File: config.mk
export PLATFORM = sky130hd
export DESIGN_NAME = lane_link_mon
export DESIGN_NICKNAME = d
export VERILOG_FILES = /design/src/rtl/lane_link_mon_pkg.sv /design/src/rtl/lane_link_decide.sv /design/src/rtl/lpf_window.sv /design/src/rtl/hold_timer.sv /design/src/rtl/lane_link_mon.sv
export SDC_FILE = /design/constraint.sdc
export NUM_CORES = 1
export LEC_CHECK = 0
export BUFFER_PORTS_ARGS = -buffer_cell sky130_fd_sc_hd__buf_2
export CELL_PAD_IN_SITES_DETAIL_PLACEMENT = 1
export CELL_PAD_IN_SITES_GLOBAL_PLACEMENT = 2
export CORE_AREA = 2 2 93 95
export CTS_CLUSTER_SIZE = 28
export DETAILED_ROUTE_END_ITERATION = 6
export DIE_AREA = 0 0 95 97
export GPL_TIMING_DRIVEN = 0
export PLACE_DENSITY_LB_ADDON = 0.1
export SLEW_MARGIN = 25
export SYNTH_ARGS = -nofsm -noshare
export SYNTH_HDL_FRONTEND = slang
export SYNTH_SLANG_ARGS = --single-unit
File: constraint.sdc
create_clock -name clk -period 2.59 [get_ports clk]
set_clock_uncertainty 0.2 [all_clocks]
set_input_delay 0.518 -clock clk [delete_from_list [all_inputs] [get_ports clk]]
set_output_delay 0.518 -clock clk [all_outputs]
set_load 0.1 [all_outputs]
File: src/rtl/lane_link_mon_pkg.sv
// Shared types and constants for the lane link supervisor.
// Assumes a 32-bit status word per lane with lock and error-count fields.
package lane_link_mon_pkg;

    typedef enum logic [1:0] {
        LS_SYNC   = 2'd0,
        LS_LINKED = 2'd1,
        LS_CHECK  = 2'd2,
        LS_SPARE  = 2'd3
    } lstate_t;

    typedef enum logic [2:0] {
        SQ_IDLE,
        SQ_EVAL,
        SQ_RDREQ,
        SQ_HOLD,
        SQ_CLR_SET,
        SQ_CLR_REL,
        SQ_NEXT,
        SQ_FIN
    } seq_t;

    localparam int STAT_W       = 32;
    localparam int STAT_LOCK    = 30;
    localparam int STAT_ERR_LSB = 16;
    localparam int ERR_W        = 8;

    localparam logic [1:0] SD_RELEASE = 2'd0;
    localparam logic [1:0] SD_RESET   = 2'd2;
    localparam logic [1:0] SD_FORCE   = 2'd3;

    localparam logic [ERR_W-1:0] CLR_ARM  = 8'h19;
    localparam logic [ERR_W-1:0] CLR_DONE = 8'h00;
    localparam logic [ERR_W-1:0] ERR_SAT  = 8'hFF;

endpackage

File: src/rtl/lane_link_decide.sv
// Combinational per-lane decision: given the current link state, the
// loss-of-signal bit and the status word, yields the next state and the
// side actions for this tick. Assumes inputs are stable while evaluated.
module lane_link_decide
    import lane_link_mon_pkg::*;
(
    input  lstate_t           cur,
    input  logic              los,
    input  logic [STAT_W-1:0] stat,
    output lstate_t           nxt,
    output logic              go_force,
    output logic              mark_down,
    output logic              want_rec,
    output logic              err_nz
);

    logic [ERR_W-1:0] err_cnt;
    logic             locked;

    assign err_cnt = stat[STAT_ERR_LSB +: ERR_W];
    // Saturated error count overrides the lock flag
    assign locked  = stat[STAT_LOCK] && (err_cnt != ERR_SAT);
    assign err_nz  = (err_cnt != '0);

    // Next-state and action selection
    always_comb begin
        nxt       = cur;
        go_force  = 1'b0;
        mark_down = 1'b0;
        want_rec  = 1'b0;
        unique case (cur)
            LS_SYNC: begin
                if (!los && locked) begin
                    nxt      = LS_LINKED;
                    go_force = 1'b1;
                end else if (!locked) begin
                    want_rec = 1'b1;
                end
            end
            LS_LINKED: begin
                if (!locked) begin
                    nxt       = LS_CHECK;
                    mark_down = 1'b1;
                end
            end
            LS_CHECK: begin
                if (locked) begin
                    nxt = LS_LINKED;
                end else begin
                    want_rec = 1'b1;
                    nxt      = LS_SYNC;
                end
            end
            default: nxt = LS_SYNC;
        endcase
    end

endmodule

File: src/rtl/lpf_window.sv
// Combinational window test on a test-bus reading: drops the two low
// bits and flags the value when it falls outside [LO, HI].
module lpf_window #(
    parameter int RAW_W = 12,
    parameter int LO    = 400,
    parameter int HI    = 700
) (
    input  logic [RAW_W-1:0] raw,
    output logic             off_centre
);

    localparam int VW = RAW_W - 2;
    localparam logic [VW-1:0] LO_V = VW'(LO);
    localparam logic [VW-1:0] HI_V = VW'(HI);

    logic [VW-1:0] val;

    assign val        = raw[RAW_W-1:2];
    // Outside-window compare
    assign off_centre = (val < LO_V) || (val > HI_V);

endmodule

File: src/rtl/hold_timer.sv
// One-shot cycle counter: after start, runs for CYC cycles and flags the
// last one with done. A new start restarts the count.
module hold_timer #(
    parameter int CYC = 50
) (
    input  logic clk,
    input  logic rst_n,
    input  logic start,
    output logic done
);

    localparam int CW = (CYC > 1) ? $clog2(CYC) : 1;
    localparam logic [CW-1:0] LAST = CW'(CYC - 1);

    logic          run_q;
    logic [CW-1:0] cnt_q;

    // Count cycles while running
    always_ff @(posedge clk) begin
        if (!rst_n) begin
            run_q <= 1'b0;
            cnt_q <= '0;
        end else if (start) begin
            run_q <= 1'b1;
            cnt_q <= '0;
        end else if (run_q) begin
            if (cnt_q == LAST) run_q <= 1'b0;
            else               cnt_q <= cnt_q + 1'b1;
        end
    end

    assign done = run_q && (cnt_q == LAST);

endmodule

File: src/rtl/lane_link_mon.sv
// Lane link supervisor top. On each accepted tick, services the lanes in
// index order through one shared decision path: updates the lane state,
// optionally reads the loop filter and pulses a clock-recovery reset,
// clears a nonzero error counter, then updates link-up and timeout.
// Assumes lane inputs hold steady for the duration of a tick.
module lane_link_mon
    import lane_link_mon_pkg::*;
#(
    parameter int NUM_LANES = 2,
    parameter int TB_W      = 12,
    parameter int WIN_LO    = 400,
    parameter int WIN_HI    = 700,
    parameter int HOLD_CYC  = 50,
    parameter int MAX_TICKS = 2,
    parameter int LPF_OFS   = 5
) (
    input  logic                           clk,
    input  logic                           rst_n,
    input  logic                           tick,
    output logic                           busy,
    input  logic [NUM_LANES-1:0]           lane_los,
    input  logic [NUM_LANES*STAT_W-1:0]    lane_stat,
    output logic                           tb_req,
    output logic [$clog2(NUM_LANES+1)-1:0] tb_sel,
    output logic [3:0]                     tb_ofs,
    input  logic                           tb_ack,
    input  logic [TB_W-1:0]                tb_data,
    output logic [2*NUM_LANES-1:0]         sd_ovr,
    output logic                           err_we,
    output logic [((NUM_LANES>1)?$clog2(NUM_LANES):1)-1:0] err_lane,
    output logic [ERR_W-1:0]               err_val,
    output logic [2*NUM_LANES-1:0]         lane_state,
    output logic [NUM_LANES-1:0]           lane_down,
    output logic                           link_up,
    output logic                           timeout
);

    localparam int IDX_W = (NUM_LANES > 1) ? $clog2(NUM_LANES) : 1;
    localparam int SEL_W = $clog2(NUM_LANES + 1);
    localparam int TC_W  = $clog2(MAX_TICKS + 1);
    localparam logic [IDX_W-1:0] LAST_IDX = IDX_W'(NUM_LANES - 1);
    localparam logic [TC_W-1:0]  TC_MAX   = TC_W'(MAX_TICKS);
    localparam logic [TC_W-1:0]  TC_ARM   = TC_W'(MAX_TICKS - 1);

    seq_t                       seq_q;
    logic [IDX_W-1:0]           idx_q;
    logic [NUM_LANES-1:0][1:0]  st_q;
    logic [NUM_LANES-1:0][1:0]  sd_q;
    logic [NUM_LANES-1:0]       down_q;
    logic                       errnz_q;
    logic                       link_q;
    logic                       ever_q;
    logic                       to_q;
    logic [TC_W-1:0]            tcnt_q;

    lstate_t           d_nxt;
    logic              d_force, d_down, d_rec, d_errnz;
    logic              off_c, tmr_start, tmr_done;
    logic [NUM_LANES-1:0] lane_ok;

    lane_link_decide u_decide (
        .cur       (lstate_t'(st_q[idx_q])),
        .los       (lane_los[idx_q]),
        .stat      (lane_stat[idx_q*STAT_W +: STAT_W]),
        .nxt       (d_nxt),
        .go_force  (d_force),
        .mark_down (d_down),
        .want_rec  (d_rec),
        .err_nz    (d_errnz)
    );

    lpf_window #(.RAW_W(TB_W), .LO(WIN_LO), .HI(WIN_HI)) u_window (
        .raw        (tb_data),
        .off_centre (off_c)
    );

    assign tmr_start = (seq_q == SQ_RDREQ) && tb_ack && off_c;

    hold_timer #(.CYC(HOLD_CYC)) u_timer (
        .clk   (clk),
        .rst_n (rst_n),
        .start (tmr_start),
        .done  (tmr_done)
    );

    // Per-lane linked flags for the aggregate
    for (genvar g = 0; g < NUM_LANES; g++) begin : g_ok
        assign lane_ok[g] = (st_q[g] == LS_LINKED);
    end

    // Tick sequencer, lane state and supervisor
    always_ff @(posedge clk) begin
        if (!rst_n) begin
            seq_q   <= SQ_IDLE;
            idx_q   <= '0;
            st_q    <= '0;
            sd_q    <= '0;
            down_q  <= '0;
            errnz_q <= 1'b0;
            link_q  <= 1'b0;
            ever_q  <= 1'b0;
            to_q    <= 1'b0;
            tcnt_q  <= '0;
        end else begin
            unique case (seq_q)
                SQ_IDLE: begin
                    if (tick) begin
                        down_q <= '0;
                        idx_q  <= '0;
                        seq_q  <= SQ_EVAL;
                    end
                end
                SQ_EVAL: begin
                    st_q[idx_q] <= d_nxt;
                    if (d_force) sd_q[idx_q] <= SD_FORCE;
                    if (d_down)  down_q[idx_q] <= 1'b1;
                    errnz_q <= d_errnz;
                    if (d_rec)        seq_q <= SQ_RDREQ;
                    else if (d_errnz) seq_q <= SQ_CLR_SET;
                    else              seq_q <= SQ_NEXT;
                end
                SQ_RDREQ: begin
                    if (tb_ack) begin
                        if (off_c) begin
                            sd_q[idx_q] <= SD_RESET;
                            seq_q       <= SQ_HOLD;
                        end else begin
                            seq_q <= errnz_q ? SQ_CLR_SET : SQ_NEXT;
                        end
                    end
                end
                SQ_HOLD: begin
                    if (tmr_done) begin
                        sd_q[idx_q] <= SD_RELEASE;
                        seq_q       <= errnz_q ? SQ_CLR_SET : SQ_NEXT;
                    end
                end
                SQ_CLR_SET: seq_q <= SQ_CLR_REL;
                SQ_CLR_REL: seq_q <= SQ_NEXT;
                SQ_NEXT: begin
                    if (idx_q == LAST_IDX) begin
                        seq_q <= SQ_FIN;
                    end else begin
                        idx_q <= idx_q + 1'b1;
                        seq_q <= SQ_EVAL;
                    end
                end
                SQ_FIN: begin
                    link_q <= &lane_ok;
                    if (&lane_ok) ever_q <= 1'b1;
                    if (tcnt_q != TC_MAX) tcnt_q <= tcnt_q + 1'b1;
                    if (!(&lane_ok) && !ever_q && (tcnt_q >= TC_ARM)) to_q <= 1'b1;
                    seq_q <= SQ_IDLE;
                end
                default: seq_q <= SQ_IDLE;
            endcase
        end
    end

    assign busy       = (seq_q != SQ_IDLE);
    assign tb_req     = (seq_q == SQ_RDREQ);
    assign tb_sel     = SEL_W'(idx_q) + 1'b1;
    assign tb_ofs     = 4'(LPF_OFS);
    assign err_we     = (seq_q == SQ_CLR_SET) || (seq_q == SQ_CLR_REL);
    assign err_val    = (seq_q == SQ_CLR_SET) ? CLR_ARM : CLR_DONE;
    assign err_lane   = idx_q;
    assign sd_ovr     = sd_q;
    assign lane_state = st_q;
    assign lane_down  = down_q;
    assign link_up    = link_q;
    assign timeout    = to_q;

endmodule

==> After elaboration in Yosys (flattened, before gate mapping) <==
Index checks and enable logic that the tools add are counted.
Widths: inputs -> output; s select.
{ "totals": {"ff_bits": 27, "inputBits": 82, "output_inout_bits": 30} }
{ "op_classes": {"n_addsub": 4, "order_cmp": 5, "eq_ne": 20, "n_shift": 1, "mux": 43, "n_bitwise": 9, "reduce_logical": 30} }
{ "op_table": {"columns": ["cell", "n"], "rows": [
  ["$shiftx 64x7->31", 1],
  ["$pmux 3 s8", 1],
  ["$mux 2", 9],
  ["$mux 3", 6],
  ["$mux 4", 4],
  ["$mux 1", 14],
  ["$eq 3x3->1 const B", 4],
  ["$pmux 4 s3", 1],
  ["$gt 10x10->1 const B", 1],
  ["$lt 10x9->1 const B", 1],
  ["$ne 2x2->1 const B", 5],
  ["$reduce_and 2->1", 5],
  ["$reduce_and 3->1", 3],
  ["$logic_and 1x1->1", 8],
  ["$ne 8x8->1 const B", 1],
  ["$reduce_bool 8->1", 1],
  ["$add 6x1->6 const B", 1],
  ["$eq 2x1->1 const B", 3],
  ["$eq 3x2->1 const B", 2],
  ["$eq 6x6->1 const B", 1],
  ["$pmux 2 s3", 1],
  ["$reduce_bool 3->1", 2],
  ["$mux 5", 1],
  ["$reduce_and 5->1", 1],
  ["27 further kinds", 35]
]} }

==> Logic depth before layout (Yosys ltp) <==
{ "logic_depth": {"word_depth": 9, "mapped_depth": 6} }

==> Modules after synthesis <==
Synthesis repeated with hierarchy kept, for this count alone.
{ "hier_totals": {"cells_unflattened": 227, "hier_area_um2": 2029.4} }
{ "by_module_without_submodules": {"columns": ["mod", "n_inst", "cells_each", "area_each_um2", "seq_area_each_um2"], "rows": [
  ["lane_link_mon", 1, 170, 1516.5, 400.4],
  ["hold_timer", 1, 37, 365.4, 140.1],
  ["lane_link_decide", 1, 12, 82.6, 0.0],
  ["lpf_window", 1, 8, 65.1, 0.0]
]} }

==> Least setup slack after synthesis <==
OpenSTA, ideal clock, no wires.
{ "synth_path": {"path_kind": "reg2out", "from": "register seq_q[2]", "to": "output err_val[3]", "arrival_ns": 3.583, "slack_ns": -1.711, "stages_incl_launch_ff": 4, "path_buffers": 2, "path_cell_list": "dfxtp_1 > clkbuf_1 > nor3b_1 > buf_4"} }
{ "synth_via": {"elab_chain_len": 2} }
{ "synth_lines": {"columns": ["item", "line", "source"], "rows": [
  ["start, declared", "lane_link_mon.sv:45", "seq_t seq_q;"],
  ["start signal, assigned", "lane_link_mon.sv:128", "seq_q <= errnz_q ? SQ_CLR_SET : SQ_NEXT;"],
  ["start signal, assigned", "lane_link_mon.sv:135", "seq_q <= errnz_q ? SQ_CLR_SET : SQ_NEXT;"],
  ["$eq 3x3->1", "lane_link_mon.sv:165", "assign err_val = (seq_q == SQ_CLR_SET) ? CLR_ARM : CLR_DONE;"],
  ["$mux 5", "lane_link_mon.sv:165", null],
  ["end, declared", "lane_link_mon.sv:31", "output logic [ERR_W-1:0] err_val,"]
]} }
No other way between the ends.

==> Worst setup path in the final report <==
{ "layout_path": {"from": "register seq_q[2]", "to": "output err_val[4]"} }
The elaborated chain is that of the path after synthesis.

==> results.md <==
- Status: complete, no violations
- Multiplexer area fraction after synthesis: 0.00595
- DR vias: 1717
- Post-route minimum period: roughly 2500 ps
- Vias in the first global route: 1740
- Detailed Route WL: 5210 um
- FF-to-FF path depth: 5
- Non-Filler Instances: ~380
- DRT antenna net count: 0
- Starting DRC count in detailed routing: 28
- Drt wl/cell: 13.8 um
- Crit. Startpoint: seq_q[2]
- Post-Syn Area: 1680 um^2
- CP Cell Sequence: clkbuf_2, nor3b_4, buf_12, clkbuf_4
- CTS tree: done
- Final Hold Fails: 0
- Syn. warnings: 0
- Initial core utilization: 0.207
- Avg Cell Area, Syn: between 8 and 9 um^2
- Startpoint types: flip-flop
- Max VDD drop: 0.196 mV
- Core box area: 8130 um^2
- Crit path buffers/inverters: 3
- Synth Area in Compound Gates: 0.210
- Synth Area in XOR/XNOR: 0.0312
- Crit path to: err_val[4]
- Tcrit/Tclk final: 0.949
- Largest family of logic cells by synthesized area: simple AND/OR/NAND/NOR gates
- CTS H-tree depth: 1
- IO Count: 112
- Relative slew slack: 0.511
- R2r setup slk: 350 ps
- Slowest CP cell: dfxtp_1
- Data required, critical path: between 1500 and 2000 ps
- Sequential area share after synthesis: 0.321
- WS Path Type: reg -> out
- Routed vias/inst: 4.53
- Layout cell share with drive strength beyond 1: 0.332
- Max Fclk: between 0.4 and 0.5 GHz
- Post-Synth Adder-Cell Area: 0.0297
- Setup TNS: 0 ps
- Sink Count: 27
- Cell leakage power: between 0.8 and 0.9 nW
- Delay-heaviest family, CP: buffers and inverters
- Crit. path cell count: 4
- CP arrival: approximately 1700 ps
- Crit Reg-Reg Endpoint: sd_ovr[1]
- Grt total ovfl: 0
- Largest net degree at the start of global routing: 17
- First-pass GRT wire length: 8580 um
- Simple-Gate Fraction of Synth Area: 0.301
- FFs w/ async S/R, synth: 0
- Reg2reg start: seq_q[0]
- CP Capture Type: primary output
- Clk buf depth: 2
- Die width: 95 um
- Maxcap violations: 0
- Diode count: 0
- Total GRT Usage: 0.116
- # hold bufs at CTS: 0
- Crit Path Max Fanout: 10
- Total CTS buffers: 3
- Area Overhead vs Synth: 30.6%
- Ys flop type: dfxtp_1
- Slew @ Worst Pin: 728 ps
- GP Congestion: 0.736
- Root buf cell: clkbuf_8
- Final Max Tran Viols: 0
- HP Class: reg -> reg
- DRT Pass-1 Iters: 4
- Cells after DPL: 375
- PwrDens: 459 nW/um^2
- DP HPWL: 4160 um
- Port Buf Inserts: 54
- Mapped Cells: between 200 and 250
- Worst-skew pair later-pin latency: 280 ps
- CP peak stage delay: 440 ps
- Die area: about 9200 um^2
- Post-synth EDFFs: 0
- Post-CTS Setup Inserts: 0
- Clock-pin slew on the worst setup and hold paths: 100 ps
- # setup viols final: 0
- DRC: 0
- Row count: 33
- RSZ-0062 raised after global routing: false
- NumNets Final: 361
- Synth Register Bits: 27
- Antenna violations before repair: 0
- Die Y: 97 um
- Post-synthesis cell type count: between 50 and 60
[flip-flops by register name, summed over array words and instances (netlist names)]
register	flops
u_timer.cnt_q	6
tcnt_q	2
ever_q	1
sd_ovr	4
lane_state	4
err_lane	1
seq_q	3
lane_down	2
timeout	1
link_up	1
u_timer.run_q	1
errnz_q	1
[synth_stat cells, types with 2 or more instances]
cell type	instances	area, um^2
dfxtp_1	27	541
nor2_1	24	90.1
a21oi_1	17	85.1
nand2_1	14	52.6
buf_4	12	90.1
nand4_1	10	62.6
inv_1	9	33.8
o21ai_0	8	40.0
a31oi_1	6	37.5
nand3_1	6	30.0
nor3_1	6	30.0
ha_1	4	50.1
nand2b_1	4	25.0
nor4_1	4	25.0
a41oi_1	3	26.3
clkbuf_1	3	11.3
nor3b_1	3	22.5
xnor2_1	3	26.3
xor2_1	3	26.3
a211oi_1	2	15.0
conb_1	2	7.51
nand4b_1	2	17.5
nor2b_1	2	12.5
or3_1	2	12.5
or4_1	2	15.0
[routing by layer]
layer / vias up / track usage / routed length [um]
li1: 869 / - / -
met5: - / 0 / 0
met2: 36 / 0.188 / 2350
met4: 0 / 0.0268 / 38
met1: 810 / 0.160 / 2620
met3: 2 / 0.0179 / 207
[per-stage QoR]
step / hold slack [ps] / power, mW / utilization / instance area [um^2] / setup WS, ps
after global placement: 236 / 0.765 / 0.263 / 2140 / 326
after floorplan: 241 / 0.689 / - / 1740 / -113
after CTS: 259 / 1.03 / 0.270 / 2190 / 17.0
after global routing: 286 / 1.07 / 0.270 / 2200 / 27.2
final: 254 / 1.01 / 0.270 / 2200 / 132
after detailed placement: 236 / 0.764 / 0.263 / 2140 / 316
[final cells by class]
| class | count | area [um^2] |
|---|---|---|
| clock inverter | 1 | 7.51 |
| inverter | 10 | 37.5 |
| multi-input combinational | 161 | 1020 |
| tap | 105 | 131 |
| fill | 998 | 5940 |
| timing repair buffer | 54 | 278 |
| buffer | 18 | 139 |
| clock buffer | 3 | 41.3 |
| sequential | 27 | 542 |
[repair_timing]
action	in CTS	in global routing
resized for setup	1	2
endpoints found under the setup margin	1	2
cloned	0	0
endpoints found under the hold margin	0	0
[worst reg2reg max path: stages, from the launching register on]
cell and delay (ps):
dfxtp_1 470, or3b_1 500, nor3_1 530, a2111oi_4 130
a41oi_1 240, nor3_1 60
[power breakdown]
part	switching [mW]	internal, mW	total [mW]
clock	0.147	0.109	0.257
combinational	0.232	0.0816	0.314
sequential	0.0124	0.427	0.439
total	0.392	0.618	1.01
[logic make-up (layout without fill, tap and decap cells)]
group,count (synthesis),in the layout
compound gates,50,50
mux,1,1
simple gates,91,91
other cells,2,9
flops,27,27
xor+xnor,6,6
buf+inv,28,86
fa+ha+maj,4,4
[how the worst min path moves through the flow]
stage	startpoint	to	slack [ps]	cells past startpoint
finish	lane_down[1]	lane_down[1]	250	2
detailed placement	lane_down[0]	lane_down[0]	240	2
CTS	lane_down[0]	lane_down[0]	260	2
floorplan	ever_q	ever_q	240	2
global route	lane_down[1]	lane_down[1]	290	2
global placement	lane_down[0]	lane_down[0]	240	2
[placed cells by master (no fill, tap or decap), types with 2 or more instances in the layout]
cell	count
nand4b_1	2
buf_4	12
nand2b_1	4
or3_1	2
nor3_1	6
nor2_1	23
nand2_1	14
conb_1	9
ha_1	4
xnor2_1	3
dfxtp_1	26
inv_1	9
nor2b_2	2
clkbuf_8	3
nand3_1	6
buf_2	52
xor2_1	3
nor3b_1	2
a31oi_1	6
a211oi_1	2
clkbuf_4	3
nor4_1	4
o21ai_0	8
or4_1	2
a41oi_1	3
a21oi_1	17
clkbuf_1	2
nand4_1	10
(Power assumes the default switching activity.)
